### config.mk
export PLATFORM = sky130hd
export DESIGN_NAME = ramp_adc_timer
export DESIGN_NICKNAME = d
export VERILOG_FILES = /design/src/rtl/rat_pkg.sv /design/src/rtl/rat_sync.sv /design/src/rtl/rat_timer.sv /design/src/rtl/rat_channel.sv /design/src/rtl/ramp_adc_timer.sv
export SDC_FILE = /design/constraint.sdc
export NUM_CORES = 1
export LEC_CHECK = 0
export ABC_AREA = 0
export BUFFER_PORTS_ARGS = -buffer_cell sky130_fd_sc_hd__buf_2
export CORE_MARGIN = 3
export CORE_UTILIZATION = 45
export CTS_CLUSTER_DIAMETER = 200
export DETAILED_ROUTE_END_ITERATION = 10
export GPL_TIMING_DRIVEN = 0
export PLACE_DENSITY = 0.79
export RECOVER_POWER = 50
export SKIP_LAST_GASP = 1
export SYNTH_ARGS = -nofsm -noshare
export SYNTH_HDL_FRONTEND = slang
export SYNTH_SLANG_ARGS = --single-unit
### constraint.sdc
create_clock -name clk -period 1.6 [get_ports clk]
set_input_delay 0.16 -clock clk [delete_from_list [all_inputs] [get_ports clk]]
set_output_delay 0.16 -clock clk [all_outputs]
set_load 0.01 [all_outputs]
### src/rtl/rat_pkg.sv
package rat_pkg;
  parameter int RAT_NCH = 4;
  parameter int RAT_CW  = 12;

  typedef enum logic {RATE_FULL = 1'b0, RATE_HALF = 1'b1} rate_e;
endpackage

### src/rtl/rat_sync.sv
module rat_sync #(
  parameter int W = 4
) (
  input  logic         clk,
  input  logic         rst_n,
  input  logic [W-1:0] d_async,
  output logic [W-1:0] q_sync
);
  for (genvar i = 0; i < W; i++) begin : g_bit
    logic meta_q;
    logic stab_q;
    always_ff @(posedge clk or negedge rst_n) begin
      if (!rst_n) begin
        meta_q <= 1'b0;
        stab_q <= 1'b0;
      end else begin
        meta_q <= d_async[i];
        stab_q <= meta_q;
      end
    end
    assign q_sync[i] = stab_q;
  end
endmodule

### src/rtl/rat_timer.sv
module rat_timer
  import rat_pkg::*;
#(
  parameter int CW = RAT_CW
) (
  input  logic          clk,
  input  logic          rst_n,
  input  logic          sync_pulse,
  input  logic          half_rate,
  output logic [CW-1:0] count
);
  localparam logic [CW-1:0] FULL = {CW{1'b1}};

  rate_e         rate;
  logic          phase_q, phase_d;
  logic [CW-1:0] cnt_q, cnt_d;
  logic          tick;

  assign rate = rate_e'(half_rate);
  assign tick = (rate == RATE_FULL) || phase_q;

  always_comb begin
    phase_d = phase_q;
    cnt_d   = cnt_q;
    if (sync_pulse) begin
      phase_d = 1'b0;
      cnt_d   = '0;
    end else begin
      phase_d = ~phase_q;
      if (tick && (cnt_q != FULL)) cnt_d = cnt_q + 1'b1;
    end
  end

  always_ff @(posedge clk or negedge rst_n) begin
    if (!rst_n) begin
      phase_q <= 1'b0;
      cnt_q   <= '0;
    end else begin
      phase_q <= phase_d;
      cnt_q   <= cnt_d;
    end
  end

  assign count = cnt_q;

  a_r2_restart: assert property (@(posedge clk) disable iff (!rst_n)
    sync_pulse |=> (cnt_q == '0));
  a_r3_step_one: assert property (@(posedge clk) disable iff (!rst_n)
    !sync_pulse |=> ((cnt_q == $past(cnt_q)) || (cnt_q == $past(cnt_q) + 1'b1)));
  a_r4_saturate: assert property (@(posedge clk) disable iff (!rst_n)
    (!sync_pulse && cnt_q == FULL) |=> (cnt_q == FULL));
endmodule

### src/rtl/rat_channel.sv
module rat_channel #(
  parameter int CW = 12
) (
  input  logic          clk,
  input  logic          rst_n,
  input  logic          cmp_s,
  input  logic          sync_pulse,
  input  logic [CW-1:0] count,
  output logic [CW-1:0] result
);
  localparam logic [CW-1:0] FULL = {CW{1'b1}};

  logic          prev_q;
  logic          trip_q, trip_d;
  logic [CW-1:0] shadow_q, shadow_d;
  logic [CW-1:0] res_q, res_d;
  logic          rise;

  assign rise = cmp_s & ~prev_q;

  always_comb begin
    trip_d   = trip_q;
    shadow_d = shadow_q;
    res_d    = res_q;
    if (sync_pulse) begin
      trip_d = 1'b0;
      res_d  = trip_q ? shadow_q : FULL;
    end else if (rise && !trip_q) begin
      trip_d   = 1'b1;
      shadow_d = count;
    end
  end

  always_ff @(posedge clk or negedge rst_n) begin
    if (!rst_n) begin
      prev_q   <= 1'b0;
      trip_q   <= 1'b0;
      shadow_q <= '0;
      res_q    <= '0;
    end else begin
      prev_q   <= cmp_s;
      trip_q   <= trip_d;
      shadow_q <= shadow_d;
      res_q    <= res_d;
    end
  end

  assign result = res_q;

  a_r6_first_only: assert property (@(posedge clk) disable iff (!rst_n)
    (trip_q && !sync_pulse) |=> (trip_q && $stable(shadow_q)));
  a_r7_fullscale: assert property (@(posedge clk) disable iff (!rst_n)
    (sync_pulse && !trip_q) |=> (res_q == FULL));
  a_r8_hold: assert property (@(posedge clk) disable iff (!rst_n)
    !sync_pulse |=> $stable(res_q));
endmodule

### src/rtl/ramp_adc_timer.sv
module ramp_adc_timer
  import rat_pkg::*;
#(
  parameter int NCH = RAT_NCH,
  parameter int CW  = RAT_CW
) (
  input  logic            clk,
  input  logic            rst_n,
  input  logic            pwm_sync,
  input  logic            half_rate,
  input  logic [NCH-1:0]  cmp_in,
  output logic [NCH*CW-1:0] result_flat,
  output logic            conv_done
);
  logic [NCH-1:0] cmp_s;
  logic [CW-1:0]  count;
  logic           done_q, done_d;

  rat_sync #(.W(NCH)) u_sync (
    .clk     (clk),
    .rst_n   (rst_n),
    .d_async (cmp_in),
    .q_sync  (cmp_s)
  );

  rat_timer #(.CW(CW)) u_timer (
    .clk        (clk),
    .rst_n      (rst_n),
    .sync_pulse (pwm_sync),
    .half_rate  (half_rate),
    .count      (count)
  );

  for (genvar i = 0; i < NCH; i++) begin : g_ch
    rat_channel #(.CW(CW)) u_ch (
      .clk        (clk),
      .rst_n      (rst_n),
      .cmp_s      (cmp_s[i]),
      .sync_pulse (pwm_sync),
      .count      (count),
      .result     (result_flat[i*CW +: CW])
    );
  end

  assign done_d = pwm_sync;

  always_ff @(posedge clk or negedge rst_n) begin
    if (!rst_n) done_q <= 1'b0;
    else        done_q <= done_d;
  end

  assign conv_done = done_q;

  a_r8_done_after_sync: assert property (@(posedge clk) disable iff (!rst_n)
    pwm_sync |=> conv_done);
  a_r8_done_single: assert property (@(posedge clk) disable iff (!rst_n)
    !pwm_sync |=> !conv_done);
endmodule

==> results.cfg <==
[outcome]
status = finished with violations
violations = setup timing

[sta]
setup-violations-final = 9
worst_slack_ns = -0.100
period_share_pct = 106
period_needed_ns = 1.70
fmax_ghz = 0.588
rsz0062_at_grt = yes
slew_headroom_pct = 55.1
maxSlewViolCount = 0
worst_pin_slew_ns = 0.674
finalHoldViolCount = 0
fin_skew_ns = 0.00462

[detailed_routing]
firstDrtPassIters = 6
drt-vias-per-instance = 5.50
routed_wl_um = 12100
vias = 3830
drc = 0
drt_iter0_markers = 329
wl_per_cell_um = 17.4
postRouteAntennaNets = 0

[synth]
synth_nets = 457
syn_avg_cell_area_um2 = 10.9
synth-edff-count = 0
synth.largest_area_cell = dfrtp_1
synth_seq_cells = 126
async_reset_ff_share_pct = 100
synth-seq-area-share_pct = 64.3
ys.flop_type = dfrtp_1
synthCells = 448
synth_area_um2 = 4900
ys_warn_count = 0
synth_top_cell_area_share_pct = 64.3
ys_types = 40
synth_area_leaders = dfrtp_1 (64%), a31oi_1 (4.7%), o21ai_0 (4.2%)

[die]
fp.dieArea_um2 = 12200
ios = 57
start_util_pct = 46.9
num_rows = 37
core_um2 = 10500
die_w_um = 110
fp.dieH_um = 110

[placement]
port_buffers = 56
dpl_cell_area_um2 = 5400
dp_hpwl_um = 7120
gp_congestion = 0.848

[power]
seqPwrFrac_pct = 43.1
p_int_mw = 6.22
ir_worst_vdd_v = 0.000823
total_power_mw = 8.16
p_leak_nw = 2.71
power_switching_mw = 1.94
switching_share_pct = 23.8
pwr-share-comb_pct = 8.3
power_density_nw_per_um2 = 1290
pwr-share-clk_pct = 48.6

[clock_tree]
clk_pin_slew_ns = 0.06
cts_made_buffers = 17
cts.htree.levels = 4
ctsRootBufferMaster = clkbuf_8
worstSkewPairLatency_ns = 0.51
clockBufferDepth = 2
cts_tree = yes
cts_sinks = 126

[cells_and_area]
finalInstanceArea_um2 = 6330
drive_above_1_share_pct = 28.0
area.growth.synth_to_final_pct = 29.0
n_antenna_cell = 0
fin_nets = 556

[worst_setup_path]
worstSetupPathType = flop to flop
crit_arrival_ns = 2.13
path_max_fanout = 4
cp.required_ns = 2.03
startpoint_type = flop
cp-end-kind = flop

[global_route]
grt_pass1_wl_um = 19500
antenna_found_initial = 0
grt_pass1_vias = 3875
track_usage_pct = 19.8
grt_max_degree = 76
overflow = 0

[job]
max-cap-violations = 0

[min_path]
hp-class = primary input to asynchronous set/reset pin
flip-flops by register name (all words and copies together) (netlist names):
register and count:
g_ch.u_ch.trip_q 4, g_ch.u_ch.shadow_q 48, u_timer.count 12, g_ch.u_ch.result 48, u_timer.phase_q 1, u_sync.g_bit.stab_q 4, conv_done 1, u_sync.g_bit.meta_q 4
g_ch.u_ch.prev_q 4
metrics by stage:
step                      setup slack [ns]  util [%]  setup TNS [ns]  hold WS [ns]  std cells
after global routing                -0.142      60.5           -1.12         0.197        696
after global placement               -1.08      51.3         -139.56         0.268        640
after floorplan                    -0.0121         -         -0.0121        -0.136        448
after CTS                          -0.0452      59.8          -0.117         0.113        694
after detailed placement            -0.265      51.6           -4.87         0.133        641
final                               -0.100      60.5          -0.604         0.139        696
logic make-up (layout without fill, tap and decap cells):
family	after synthesis	after routing	share of synthesized area, %
compound gates	107	107	13.2
fa+ha+maj	1	1	0.255
buf+inv	74	186	6.71
flops	126	126	64.3
mux	15	15	3.34
simple gates	125	125	12.2
routing by layer:
metal | routed length, um | track usage [%] | up-vias
li1 | - | - | 1711
met1 | 4990 | 24.8 | 1932
met2 | 6090 | 33.2 | 153
met3 | 781 | 5.59 | 34
met4 | 275 | 6.90 | 0
met5 | 0 | 0 | -
Yosys cell counts, types with 2 or more instances:
library cell,instances
or3_1,3
nand2b_1,2
dfrtp_1,126
o21ai_0,41
buf_6,4
nor4_1,4
nand4_1,3
o21ai_1,2
a21oi_1,9
o2bb2ai_1,2
nand3_1,2
mux2i_1,4
nand2_1,48
nor3_1,3
inv_1,42
buf_4,4
buf_2,4
o22a_1,11
a31oi_1,37
mux2_2,11
nor4b_2,3
nor2_1,47
clkbuf_1,19
timing repair:
action	4_1_cts	5_1_grt
endpoints found under the hold margin	56	0
hold buffers	6	0
resized for setup	14	29
buffers inserted	15	3
pin swaps	8	2
setup endpoints to repair	53	41
power groups by stage:
stage / clock (mW) / combinational (mW) / sequential, mW
2_1_floorplan: 0 / 0.270 / 3.60
3_3_place_gp: 0 / 0.584 / 3.55
3_5_place_dp: 0 / 0.613 / 3.57
4_1_cts: 4.00 / 0.668 / 3.51
5_1_grt: 4.15 / 0.747 / 3.54
6_report: 3.97 / 0.674 / 3.52
placed cells by master, fill, tap and decap left out, types with 5 or more instances in the layout:
cell           Yosys  layout
a21oi_1            9       7
a31oi_1           37      37
buf_2              4      56
buf_4              4      20
buf_6              4      10
clkbuf_1          19      14
clkbuf_16          0      16
clkbuf_2           1       6
dfrtp_1          126     123
dlygate4sd3_1      0       6
inv_1             42      42
mux2_2            11      11
nand2_1           48      48
nor2_1            47      46
o21ai_0           41      38
o21ai_1            2       5
o22a_1            11      11
final timing paths:
kind | start | cells after the start | slack, ns | to
setup / recovery | u_timer.count[0]$_DFFE_PN0P_ | 8 | -0.10 | u_timer.count[3]$_DFFE_PN0P_
hold / removal | rst_n | 2 | 0.14 | g_ch[3].u_ch.result[5]$_DFFE_PN0P_
setup reg to reg | u_timer.count[0]$_DFFE_PN0P_ | 8 | -0.10 | u_timer.count[3]$_DFFE_PN0P_
hold reg to reg | u_sync.g_bit[1].meta_q$_DFF_PN0_ | 0 | 0.35 | u_sync.g_bit[1].stab_q$_DFF_PN0_
max in group asynchronous | rst_n | 3 | 0.41 | u_timer.count[1]$_DFFE_PN0P_
min in group clk | pwm_sync | 4 | 0.23 | u_timer.count[1]$_DFFE_PN0P_
worst max-delay path, cell delays in order (launching register included):
cell     delay [ns]
dfrtp_1        0.40
buf_4          0.16
ha_4           0.17
nand4_1        0.10
buf_6          0.14
nor4_4         0.04
buf_4          0.15
or3_1          0.34
a21oi_1        0.12
cell type report:
cell class | instances | area [um2]
clock inverter | 14 | 191
inverter | 42 | 158
timing repair buffer | 81 | 499
buffer | 31 | 186
fill | 793 | 4130
tap | 136 | 170
clock buffer | 18 | 428
sequential | 126 | 3160
multi-input combinational | 248 | 1540
No activity file was read; power rests on OpenSTA's default activity.
